$ cat config.mk
export PLATFORM = sky130hd
export DESIGN_NAME = pciRdTgtTop
export DESIGN_NICKNAME = d
export VERILOG_FILES = /design/src/rtl/pciRdTgtPkg.sv /design/src/rtl/pciRdTgtDatapath.sv /design/src/rtl/pciRdTgtCtrl.sv /design/src/rtl/pciRdTgtTop.sv
export SDC_FILE = /design/constraint.sdc
export NUM_CORES = 1
export LEC_CHECK = 0
export ABC_AREA = 1
export BUFFER_PORTS_ARGS = -buffer_cell sky130_fd_sc_hd__buf_4
export CORE_MARGIN = 1
export CORE_UTILIZATION = 43
export CTS_CLUSTER_SIZE = 40
export DETAILED_ROUTE_END_ITERATION = 7
export GPL_TIMING_DRIVEN = 0
export HOLD_SLACK_MARGIN = 0.05
export PLACE_DENSITY = 0.8
export SETUP_SLACK_MARGIN = 0.05
export SYNTH_ARGS = -nofsm -noshare
export SYNTH_HDL_FRONTEND = slang
export SYNTH_HIERARCHICAL = 1
export SYNTH_SLANG_ARGS = --single-unit
$ cat constraint.sdc
create_clock -name clk -period 2.21 [get_ports clk]
set_input_delay 0.3315 -clock clk [delete_from_list [all_inputs] [get_ports clk]]
set_output_delay 0.3315 -clock clk [all_outputs]
set_load 0.03 [all_outputs]
$ cat src/rtl/pciRdTgtPkg.sv
package pciRdTgtPkg;

  typedef enum logic [2:0] {
    ST_IDLE,
    ST_CLAIM,
    ST_XFER,
    ST_RETRY,
    ST_TURN
  } tgtState_e;

  typedef struct packed {
    logic latchAddr;
    logic loadData;
  } dpStrobe_t;

  localparam logic [3:0] CMD_IO_READ  = 4'b0010;
  localparam logic [3:0] CMD_MEM_READ = 4'b0110;

endpackage

$ cat src/rtl/pciRdTgtDatapath.sv
module pciRdTgtDatapath
  import pciRdTgtPkg::*;
#(
  parameter logic [31:0] BASE_ADDR = 32'h4000_0000,
  parameter int REG_COUNT = 16,
  parameter int FIFO_IDX = 15,
  parameter bit CLAIM_IO = 1'b1,
  localparam int IDX_W = $clog2(REG_COUNT),
  localparam int DEC_LSB = IDX_W + 2
) (
  input  logic             clk,
  input  logic             rstN,
  input  logic [31:0]      adIn,
  input  logic [3:0]       cbeN,
  input  dpStrobe_t        strobe,
  output logic             addrHit,
  output logic             selFifo,
  output logic [IDX_W-1:0] regAddr,
  input  logic [31:0]      regData,
  output logic [31:0]      adOut
);

  logic [IDX_W-1:0] idxQ;
  logic [31:0]      dataQ;
  logic             windowHit;
  logic             cmdHit;

  assign windowHit = (adIn[31:DEC_LSB] == BASE_ADDR[31:DEC_LSB]);

  generate
    if (CLAIM_IO) begin : g_ioClaim
      assign cmdHit = (cbeN == CMD_MEM_READ) || (cbeN == CMD_IO_READ);
    end else begin : g_memOnly
      assign cmdHit = (cbeN == CMD_MEM_READ);
    end
  endgenerate

  assign addrHit = windowHit && cmdHit;

  always_ff @(posedge clk or negedge rstN) begin
    if (!rstN) begin
      idxQ  <= '0;
      dataQ <= '0;
    end else begin
      if (strobe.latchAddr) idxQ  <= adIn[DEC_LSB-1:2];
      if (strobe.loadData)  dataQ <= regData;
    end
  end

  assign regAddr = idxQ;
  assign selFifo = (idxQ == IDX_W'(FIFO_IDX));
  assign adOut   = dataQ;

endmodule

$ cat src/rtl/pciRdTgtCtrl.sv
module pciRdTgtCtrl
  import pciRdTgtPkg::*;
(
  input  logic      clk,
  input  logic      rstN,
  input  logic      frameN,
  input  logic      irdyN,
  input  logic      addrHit,
  input  logic      selFifo,
  input  logic      fifoEmpty,
  output dpStrobe_t strobe,
  output logic      trdyN,
  output logic      stopN,
  output logic      devselN,
  output logic      ctlOe,
  output logic      adOe,
  output logic      fifoPop
);

  tgtState_e stateQ, stateD;
  logic      frameQ;
  logic      burstQ, burstD;
  logic      popQ, popD;
  logic      addrPhase;

  assign addrPhase = (stateQ == ST_IDLE) && frameQ && !frameN;

  always_comb begin
    stateD = stateQ;
    burstD = burstQ;
    popD   = 1'b0;
    strobe = '0;
    unique case (stateQ)
      ST_IDLE: begin
        if (addrPhase && addrHit) begin
          strobe.latchAddr = 1'b1;
          stateD = ST_CLAIM;
        end
      end
      ST_CLAIM: begin
        if (!irdyN) begin
          if (selFifo && fifoEmpty) begin
            stateD = ST_RETRY;
            burstD = 1'b0;
          end else begin
            strobe.loadData = 1'b1;
            stateD = ST_XFER;
            burstD = !frameN;
          end
        end
      end
      ST_XFER: begin
        if (!irdyN) begin
          stateD = ST_TURN;
          popD   = selFifo;
        end
      end
      ST_RETRY: begin
        if (!irdyN) stateD = ST_TURN;
      end
      ST_TURN: stateD = ST_IDLE;
      default: stateD = ST_IDLE;
    endcase
  end

  always_ff @(posedge clk or negedge rstN) begin
    if (!rstN) begin
      stateQ <= ST_IDLE;
      frameQ <= 1'b1;
      burstQ <= 1'b0;
      popQ   <= 1'b0;
    end else begin
      stateQ <= stateD;
      frameQ <= frameN;
      burstQ <= burstD;
      popQ   <= popD;
    end
  end

  assign devselN = !((stateQ == ST_CLAIM) || (stateQ == ST_XFER) || (stateQ == ST_RETRY));
  assign trdyN   = (stateQ != ST_XFER);
  assign stopN   = !((stateQ == ST_RETRY) || ((stateQ == ST_XFER) && burstQ));
  assign ctlOe   = (stateQ != ST_IDLE);
  assign adOe    = (stateQ == ST_XFER);
  assign fifoPop = popQ;

endmodule

$ cat src/rtl/pciRdTgtTop.sv
module pciRdTgtTop
  import pciRdTgtPkg::*;
#(
  parameter logic [31:0] BASE_ADDR = 32'h4000_0000,
  parameter int REG_COUNT = 16,
  parameter int FIFO_IDX = 15,
  parameter bit CLAIM_IO = 1'b1,
  localparam int IDX_W = $clog2(REG_COUNT)
) (
  input  logic             clk,
  input  logic             rstN,
  input  logic             frameN,
  input  logic             irdyN,
  input  logic [31:0]      adIn,
  input  logic [3:0]       cbeN,
  output logic [31:0]      adOut,
  output logic             adOe,
  output logic             trdyN,
  output logic             trdyOe,
  output logic             stopN,
  output logic             stopOe,
  output logic             devselN,
  output logic             devselOe,
  output logic [IDX_W-1:0] regAddr,
  input  logic [31:0]      regData,
  input  logic             fifoEmpty,
  output logic             fifoPop
);

  dpStrobe_t strobe;
  logic      addrHit;
  logic      selFifo;
  logic      ctlOe;

  pciRdTgtDatapath #(
    .BASE_ADDR(BASE_ADDR),
    .REG_COUNT(REG_COUNT),
    .FIFO_IDX (FIFO_IDX),
    .CLAIM_IO (CLAIM_IO)
  ) u_dp (
    .clk    (clk),
    .rstN   (rstN),
    .adIn   (adIn),
    .cbeN   (cbeN),
    .strobe (strobe),
    .addrHit(addrHit),
    .selFifo(selFifo),
    .regAddr(regAddr),
    .regData(regData),
    .adOut  (adOut)
  );

  pciRdTgtCtrl u_ctrl (
    .clk      (clk),
    .rstN     (rstN),
    .frameN   (frameN),
    .irdyN    (irdyN),
    .addrHit  (addrHit),
    .selFifo  (selFifo),
    .fifoEmpty(fifoEmpty),
    .strobe   (strobe),
    .trdyN    (trdyN),
    .stopN    (stopN),
    .devselN  (devselN),
    .ctlOe    (ctlOe),
    .adOe     (adOe),
    .fifoPop  (fifoPop)
  );

  assign trdyOe   = ctlOe;
  assign stopOe   = ctlOe;
  assign devselOe = ctlOe;

endmodule

After elaboration in Yosys (flattened, before gate mapping)

Index checks and enable logic that the tools add are counted.
W data, S select, Z words.

Add/subtract/negate cells: 0
Multiply operators: 0
Divide/modulo/power cells: 0
Magnitude comparators: 0
Equal/unequal tests: 11
Shifts and indexed selects: 0
Multiplexer cells: 13
Bitwise logic cells: 1
Reduce and logical (&&, ||, !) cells: 18

Operators with widths:

| kind                   | count |
|---|---|
| $eq A26 B25 Y1 const B | 1 |
| $mux W1                | 9 |
| $mux W3                | 3 |
| $pmux W3 S3            | 1 |
| $eq A3 B2 Y1 const B   | 2 |
| $logic_and A1 B1 Y1    | 6 |
| $ne A2 B2 Y1 const B   | 3 |
| $eq A4 B2 Y1 const B   | 1 |
| $eq A4 B3 Y1 const B   | 1 |
| $eq A4 B4 Y1 const B   | 1 |
| $logic_or A1 B1 Y1     | 4 |
| $eq A3 B1 Y1 const B   | 1 |
| $logic_not A1 Y1       | 3 |
| $logic_not A3 Y1       | 1 |
| $ne A3 B2 Y1 const B   | 1 |
| $reduce_and A3 Y1      | 1 |
| $reduce_bool A3 Y1     | 1 |
| $reduce_and A2 Y1      | 1 |
| $reduce_or A2 Y1       | 1 |
| $not A1 Y1             | 1 |

Flip-flop bits (word level): 42
Bits in latches: 0
RAM bits: 0
Bits in read-only memories: 0
Output and inout port bits: 44
Memories kept: 0

Logic depth before layout (Yosys ltp)

Gate-level depths: netlist of the first run.

Word-level depth: 6
Mapped depth: 10
Mapped depth without buffers: 10

By module

The synthesis of the first run kept the hierarchy.

Modules (own cells, without submodules):

| module           | times used | cells an instance | area an instance (µm²) | seq. area each (µm²) |
|---|---|---|---|---|
| pciRdTgtDatapath | 1          | 114               | 1,616.6                | 900.9 |
| pciRdTgtCtrl     | 1          | 43                | 322.8                  | 151.4 |
| pciRdTgtTop      | 1          | 2                 | 15.0                   | 0.0 |

Worst setup path after synthesis of the first run

No wires, ideal clock.

Path kind: flip-flop to flip-flop
Start: reg u_dp.idxQ[1] (netlist: u_dp/regAddr[1])
End: reg u_dp.dataQ[0] (netlist: u_dp/adOut[0])
Library setup time: 125 ps
Arrival time: 1,678 ps
Required time: 2,085 ps
Path slack: 406 ps
Stages on the path, launching flop included: 9
Buffers on the path: 2
Clock period less this slack: 1,804 ps
Cells stage by stage: dfrtp_1 > inv_1 > nor4_1 > nand2_1 > inv_1 > nor2_1 > buf_6 > buf_12 > mux2_4

RTL lines:

| element                | line                   | source |
|---|---|---|
| start, declared        | pciRdTgtDatapath.sv:23 | `logic [IDX_W-1:0] idxQ;` |
| start signal, assigned | pciRdTgtDatapath.sv:45 | `if (strobe.latchAddr) idxQ <= adIn[DEC_LSB-1:2];` |
| end signal, assigned   | pciRdTgtDatapath.sv:46 | `if (strobe.loadData) dataQ <= regData;` |
| end, declared          | pciRdTgtDatapath.sv:24 | `logic [31:0] dataQ;` |

==> results of run 1 <==
## synth_stat cells (all sizes together)
cell and number:
buf 6, dfrtp 41, dfstp 1, inv 15
mux2 32, nand2 24, nand3 6, nand3b 1
nand4 1, nor2 23, nor4 1, o21ai 7
or2 1
## cells in the final DEF, fill, tap and decap left out, drive strengths merged
cell type    synthesis  routed
buf                  6     119
nand3                6       6
nand2               24      24
dlygate4sd3          0       1
dfrtp               41      41
nand3b               1       1
dfstp                1       1
mux2                32      32
inv                 15      15
bufinv               0       1
nand4                1       1
nor2                23      23
or2                  1       1
nor4                 1       1
clkbuf               0       7
o21ai                7       7
## layer usage
metal | wire (um) | GRT usage (%)
met5 | 0 | 0
met4 | 44 | 4.54
met3 | 339 | 6.69
met2 | 1950 | 29.2
met1 | 1760 | 23.7
## sequential cells by signal (all words and copies together) (netlist names)
signal / count
u_ctrl/stateQ: 3
u_ctrl/frameQ: 1
u_dp/regAddr: 4
u_ctrl/fifoPop: 1
u_ctrl/burstQ: 1
u_dp/adOut: 32
## final cells by class
cell class	count	area (sq um)
buffer	6	86.3
clock inverter	1	30.0
inverter	15	56.3
multi-input combinational	96	759
fill	364	1370
sequential	42	1050
timing repair buffer	114	858
tap	52	65.1
clock buffer	7	76.3
## critical path, stage by stage, from the launching register on
cell and delay (ns):
dfrtp_1 0.37, inv_1 0.06, nor4_1 0.44, nand2_1 0.14
inv_1 0.09, nor2_1 0.05, buf_6 0.14, buf_12 0.15
mux2_4 0.30
## metrics by stage
step,utilization [%],power (mW),setup WS (ns)
4_1_cts,68.5,2.22,0.369
5_1_grt,68.5,2.31,0.227
3_5_place_dp,65.9,1.63,0.395
2_1_floorplan,-,1.32,0.406
6_report,68.5,2.19,0.365
3_3_place_gp,65.9,1.62,0.404
## report_power, final
group	leakage (nW)	total, mW	switching [mW]	internal (mW)
clock	0.0524	0.578	0.240	0.338
combinational	1.02	0.709	0.370	0.339
sequential	0.563	0.903	0.0482	0.855
total	1.63	2.19	0.658	1.53
## cells by family after synthesis
group / synth area share [%]
AOI/OAI and AO/OA: 1.79
buffers and inverters: 7.30
DFF: 53.8
muxes: 24.2
and+or+nand+nor: 12.9
## final timing paths
kind	to
hold reg to reg	u_dp/adOut[29]
min in group asynchronous	u_dp/adOut[17]
hold / removal	u_ctrl/frameQ
max in group asynchronous	u_ctrl/frameQ
setup / recovery	u_dp/adOut[7]
setup reg to reg	u_dp/adOut[7]
## timing repair
action	CTS	global route
setup endpoints to repair	0	0
hold endpoints to repair	41	0
hold buffers	1	0
==> results.txt, run 1 <==
outcome -> complete, no violations
number of global-route vias before repair -> 1,615
max_cap viols -> 0
Tmin final -> 1.85 ns
share of layout cells above drive strength 1 -> 59.4%
wire length per cell -> 12.3 um
crit end category -> flop
Setup TNS -> 0 ns
Area Overhead vs Synth -> 52.7%
worst skew pair latency -> 0.28 ns
Vias -> 1,549
# rows -> 24
drt drc -> 0
synth warn -> 6
antenna viol nets, final -> 0
Final period util -> 83.5%
hold depth -> 1
chip height -> 69.4 um
area share of the largest cell type after synthesis -> 52.5%
Max Clock Freq -> 0.542 GHz
top cells by area, synth -> dfrtp_1 (52%), mux2_4 (23%), nand2_1 (4.4%)
final setup violation count -> 0
Clock Sinks -> 42
Worst Setup Start Kind -> flop
RD Place Congestion -> 0.806
Max clock buf depth -> 2
clk root buf -> clkbuf_8
initial antenna violation count -> 0
placed cells -> 324
CTS resizes -> 0
pwr dens -> 734 nW/um^2
Mapped Cells -> 159
Hold Vio Cnt, Final -> 0
leading area contributor after synthesis -> dfrtp_1
Synth cell types -> 21
FF-to-FF setup slack -> 0.36 ns
initial DRC count -> 121
global-route wire length before repair -> 7.00 mm
Post-Layout Cell Count -> 333
placed inst area -> 2870 sq um
final net count -> 353
worst slew pin tran -> 0.514 ns
CTS clk-pin slew, worst paths -> 0.07 ns
core box area -> 4350 sq um
RSZ-0062 raised after global routing -> false
Final Max Slew Viols -> 0
Setup crit start -> u_dp/regAddr[1]
Antenna diodes -> 0
Syn Area/Cell -> 12.3 sq um
final wirelength -> 4.09 mm
worst-case vdd ir drop -> 0.381 mV
reg2reg path depth -> 8
# IOs -> 117
Total GRT Usage -> 18.3%
syn_nets -> 232
CTS Buf Count -> 5
htree depth -> 2
Seq cells post-synth -> 42
Max-Slew Margin vs Limit -> 65.7%
Seq/Total Area, Yosys -> 53.8%
DIE AREA -> 4820 sq um
Arr. time, crit path -> 2.01 ns
CP Max Fanout -> 10
Setup Crit Path Kind -> flop to flop
Netlist Area Pre-Place -> 1950 sq um
FF-to-FF Start -> u_dp/regAddr[1]
fin area -> 2980 sq um
Hold Slack -> 0.163 ns
Die X -> 69.4 um
Vias/cell -> 4.65
largest net degree at the start of global routing -> 43
I/O Buffers -> 113
TritonCTS clock tree -> built
Pre-Repair DR Iteration Count -> 4
Leakage -> 1.63 nW
Final Skew -> 0.00457 ns
Hold WC Path Type -> input port to flop
HP Start -> frameN
initial core utilization -> 44.9%
dpl hpwl -> 3.17 mm
Worst Path Required -> 2.38 ns
# Post-CTS Setup Buffers -> 0
global route overflow -> 0
(Power assumes the default switching activity.)
==> run 2: changes to the inputs <==
clock period = 1.95 ns   (was 2.21 ns; I/O delays follow)
==> results.txt, run 2 (same netlist as run 1, synthesis figures left out) <==
Die X -> 69.4 um
dpl hpwl -> 3.17 mm
# Post-CTS Setup Buffers -> 0
core box area -> 4350 sq um
Internal -> 1.74 mW
Vias -> 1,544
crit path max-delay cell type -> nor4_2
power share of the sequential group -> 41.3%
worst skew pair latency -> 0.28 ns
FF-to-FF setup slack -> 0.16 ns
Vias/cell -> 4.64
Max-Slew Margin vs Limit -> 65.7%
largest net degree at the start of global routing -> 43
Final Skew -> 0.00537 ns
Max Clock Freq -> 0.559 GHz
drt drc -> 0
worst-case vdd ir drop -> 0.433 mV
Setup TNS -> 0 ns
Hold Slack -> 0.126 ns
Clk network pwr share -> 26.3%
Arr. time, crit path -> 1.95 ns
Antenna diodes -> 0
cell with the most instances on the worst path -> inv_1
crit end category -> flop
reg2reg path depth -> 8
peak per-stage delay on the critical path -> 0.38 ns
HP Start -> frameN
global route overflow -> 0
Max clock buf depth -> 2
RSZ-0062 raised after global routing -> false
commonest non-fill, non-tap cells in the layout -> buf_4 (115), dfrtp_1 (41), mux2_4 (30), nand2_1 (23), nor2_1 (21)
final net count -> 353
Comb pwr share -> 32.4%
Leakage -> 1.63 nW
commonest non-fill, non-tap cell in the layout -> buf_4
Worst Path Required -> 2.11 ns
Pre-Repair DR Iteration Count -> 4
# rows -> 24
CP Max Fanout -> 10
Area Overhead vs Synth -> 53.0%
global-route wire length before repair -> 7.00 mm
Clock Sinks -> 42
Final Util -> 68.7%
Final period util -> 91.7%
share of layout cells above drive strength 1 -> 59.8%
Placement Setup Slack -> 0.135 ns
TritonCTS clock tree -> built
chip height -> 69.4 um
Hold Vio Cnt, Final -> 0
placed inst area -> 2870 sq um
sw power -> 0.745 mW
clk root buf -> clkbuf_8
Switching Share -> 30.0%
Worst Setup Start Kind -> flop
CP delay by family, top -> simple AND/OR/NAND/NOR gates
setup ws final -> 0.162 ns
DIE AREA -> 4820 sq um
number of global-route vias before repair -> 1,615
htree depth -> 2
reg2reg end -> u_dp/adOut[7]
# IOs -> 117
hold-critical path endpoint -> u_ctrl/frameQ
RD Place Congestion -> 0.806
worst path cell trace -> inv_1 > nor4_2 > nand2_1 > inv_1 > nor2_1 > buf_6 > buf_12 > mux2_4
Total GRT Usage -> 18.3%
Tmin final -> 1.79 ns
antenna viol nets, final -> 0
Final Max Slew Viols -> 0
final setup violation count -> 0
outcome -> complete, no violations
max_cap viols -> 0
wire length per cell -> 12.4 um
I/O Buffers -> 113
hold depth -> 1
initial DRC count -> 120
initial core utilization -> 44.9%
final wirelength -> 4.12 mm
Fill cells -> 364
max reg flops -> 32
pwr dens -> 830 nW/um^2
FF-to-FF Start -> u_dp/regAddr[1]
fin area -> 2990 sq um
CTS clk-pin slew, worst paths -> 0.07 ns
Hold WC Path Type -> input port to flop
Setup Crit Path Kind -> flop to flop
initial antenna violation count -> 0
CTS Buf Count -> 5
crit path buf inv count -> 4
worst slew pin tran -> 0.514 ns
## run 2: cell counts in the layout (fill, tap and decap cells not counted)
Identical to the previous run, type by type.
## run 2: how the worst max path moves through the flow
stage                     from        endpoint  slack, ns  cells after the start
2_1_floorplan  u_dp/regAddr[1]   u_dp/adOut[0]       0.15                      8
3_3_place_gp   u_dp/regAddr[1]  u_dp/adOut[29]       0.14                      8
3_5_place_dp   u_dp/regAddr[1]  u_dp/adOut[24]       0.13                      8
4_1_cts        u_dp/regAddr[1]  u_dp/adOut[18]       0.11                      8
5_1_grt        u_dp/regAddr[1]   u_dp/adOut[7]       0.05                      8
6_report       u_dp/regAddr[1]   u_dp/adOut[7]       0.16                      8
## run 2: power by group through the flow
stage | clock, mW | sequential (mW) | combinational [mW]
2_1_floorplan | 0 | 1.21 | 0.281
3_3_place_gp | 0 | 1.03 | 0.797
3_5_place_dp | 0 | 1.04 | 0.808
4_1_cts | 0.676 | 1.02 | 0.813
5_1_grt | 0.720 | 1.04 | 0.855
6_report | 0.654 | 1.02 | 0.804
## run 2: routing by layer
| layer | vias up | global-route usage, % | part of all wire (%) |
|---|---|---|---|
| li1 | 753 | - | - |
| met1 | 708 | 23.7 | 42 |
| met2 | 77 | 29.2 | 48 |
| met3 | 6 | 6.69 | 8.5 |
| met4 | 0 | 4.54 | 1.1 |
| met5 | - | 0 | 0 |
## run 2: repair_timing
| action | CTS | global route |
|---|---|---|
| resized for setup | 0 | 1 |
| hold buffers | 1 | 0 |
| hold endpoints to repair | 41 | 0 |
| setup endpoints to repair | 0 | 30 |
## run 2: layout make-up
class	count	area, sq um	share of cell area [%]
sequential	42	1050	35.2
multi-input combinational	96	766	25.6
timing repair buffer	114	858	28.7
tap	52	65.1	2.18
clock inverter	1	30.0	1.00
clock buffer	7	76.3	2.55
buffer	6	86.3	2.89
inverter	15	56.3	1.88
## run 2: stage by stage
| stage | total power, mW | instances |
|---|---|---|
| 6_report | 2.48 | 333 |
| 5_1_grt | 2.61 | 333 |
| 3_3_place_gp | 1.83 | 324 |
| 3_5_place_dp | 1.85 | 324 |
| 2_1_floorplan | 1.49 | 159 |
| 4_1_cts | 2.51 | 333 |
==> run 3: changes to the inputs <==
CORE_UTILIZATION = 45   (was 43)
CTS_BUF_LIST = sky130_fd_sc_hd__clkbuf_4   (was unset)
PLACE_DENSITY = 0.83   (was 0.8)
REMOVE_ABC_BUFFERS = 1   (was unset)
==> results.txt, run 3 (same netlist as run 1, synthesis figures left out) <==
I/O Buffers -> 113
global-route wire length before repair -> 6.62 mm
Vias -> 1,523
drt drc -> 0
DIE AREA -> 4610 sq um
CTS clk-pin slew, worst paths -> 0.11 ns
core box area -> 4090 sq um
dpl hpwl -> 3.45 mm
final wirelength -> 4.44 mm
Setup TNS -> 0 ns
initial antenna violation count -> 0
Crit path depth -> 7
RSZ-0062 raised after global routing -> false
Area Overhead vs Synth -> 49.2%
CP Max Fanout -> 15
Design Power -> 2.24 mW
initial DRC count -> 48
crit path max-delay cell type -> dfrtp_1
Setup Crit Path Kind -> flop to flop
reg2reg path depth -> 7
Antenna diodes -> 0
TritonCTS clock tree -> built
Hold Vio Cnt, Final -> 0
Worst Setup Start Kind -> flop
final net count -> 350
crit end category -> flop
Top Usage Layer GRT -> met2
Die X -> 67.9 um
initial core utilization -> 47.8%
# IOs -> 117
Worst Path Required -> 2.17 ns
CP delay by family, top -> simple AND/OR/NAND/NOR gates
fin area -> 2920 sq um
# rows -> 23
RD Place Congestion -> 0.753
number of global-route vias before repair -> 1,514
Setup crit start -> u_dp/regAddr[1]
Tmin final -> 1.71 ns
commonest non-fill, non-tap cells in the layout -> buf_4 (113), dfrtp_1 (41), mux2_4 (30), nand2_1 (23), nor2_1 (20)
FF-to-FF Start -> u_dp/regAddr[1]
worst path cell trace -> inv_1 > nor4_2 > nand2_1 > inv_1 > nor2_4 > buf_12 > mux2_4
peak per-stage delay on the critical path -> 0.37 ns
Setup crit end -> u_dp/adOut[17]
Max Clock Freq -> 0.584 GHz
share of layout cells above drive strength 1 -> 59.7%
Pre-Repair DR Iteration Count -> 4
worst skew pair latency -> 0.33 ns
met3 usage in global routing -> 3.67%
reg2reg end -> u_dp/adOut[17]
Hold WC Path Type -> input port to flop
placed inst area -> 2810 sq um
global route overflow -> 0
Leakage -> 1.60 nW
worst-case vdd ir drop -> 0.456 mV
Max-Slew Margin vs Limit -> 65.9%
Vias/cell -> 4.64
pwr dens -> 769 nW/um^2
Max clock buf depth -> 2
met1 usage -> 22.0%
cell with the most instances on the worst path -> inv_1
commonest non-fill, non-tap cell in the layout -> buf_4
outcome -> complete, no violations
Hold Slack -> 0.157 ns
clk root buf -> clkbuf_4
antenna viol nets, final -> 0
Clock Sinks -> 42
Final Skew -> 0.00822 ns
largest net degree at the start of global routing -> 43
Final period util -> 87.7%
htree depth -> 2
Total GRT Usage -> 19.4%
worst slew pin tran -> 0.512 ns
Arr. time, crit path -> 1.93 ns
CTS Buf Count -> 5
Final Max Slew Viols -> 0
met2 usage -> 35.9%
max_cap viols -> 0
chip height -> 67.9 um
FF-to-FF setup slack -> 0.24 ns
crit path buf inv count -> 3
max reg flops -> 32
final setup violation count -> 0
wire length per cell -> 13.5 um
==> run 3: cell types whose count changed in the layout (fill, tap and decap cells not counted), moves of 2 or more <==
cell      delta
clkbuf_4     +7
clkbuf_8     -5
buf_12       -2
buf_4        -2
clkbuf_1     -2
==> run 3: area by class of cell <==
class | instances | area [sq um]
tap | 50 | 62.6
inverter | 15 | 56.3
clock buffer | 7 | 52.6
sequential | 42 | 1050
fill | 322 | 1170
clock inverter | 1 | 3.75
multi-input combinational | 96 | 773
timing repair buffer | 117 | 916
==> run 3: routing by layer <==
layer	vias to the layer above	share of wire, %
li1	744	-
met1	730	39
met2	43	56
met3	6	4.4
met4	0	1.1
met5	-	0
==> run 3: timing repair <==
action / CTS / global route
hold endpoints to repair: 42 / 0
pin swaps: 1 / 0
endpoints found under the setup margin: 17 / 30
setup buffers: 1 / 0
gates resized for setup: 0 / 1
hold buffers: 2 / 0
==> run 3: metrics by stage <==
step / worst slack [ns] / util (%) / std cells
floorplan: -1.47 / - / 153
global placement: -1.98 / 68.0 / 316
detailed placement: -0.0494 / 68.9 / 317
CTS: 0.122 / 71.2 / 328
global route: 0.140 / 71.4 / 328
finish: 0.239 / 71.4 / 328
==> run 3: worst min-delay path by stage <==
stage | to | from | cells after the start | slack, ns
2_1_floorplan | u_ctrl/burstQ | rstN | 0 | -0.003
3_3_place_gp | u_dp/adOut[23] | rstN | 1 | 0.30
3_5_place_dp | u_dp/adOut[5] | rstN | 1 | 0.31
4_1_cts | u_dp/regAddr[3] | adIn[5] | 3 | 0.14
5_1_grt | u_dp/regAddr[3] | adIn[5] | 3 | 0.15
6_report | u_dp/regAddr[3] | adIn[5] | 3 | 0.16
==> run 3: worst min-delay path, stage by stage <==
cell and delay (ns):
buf_4 0.07, nand2_1 0.04, o21ai_0 0.05
==> run 3: power by group <==
group	internal [mW]	switching, mW
registers	0.969	0.0565
clock network	0.167	0.256
logic	0.373	0.421
total	1.51	0.734
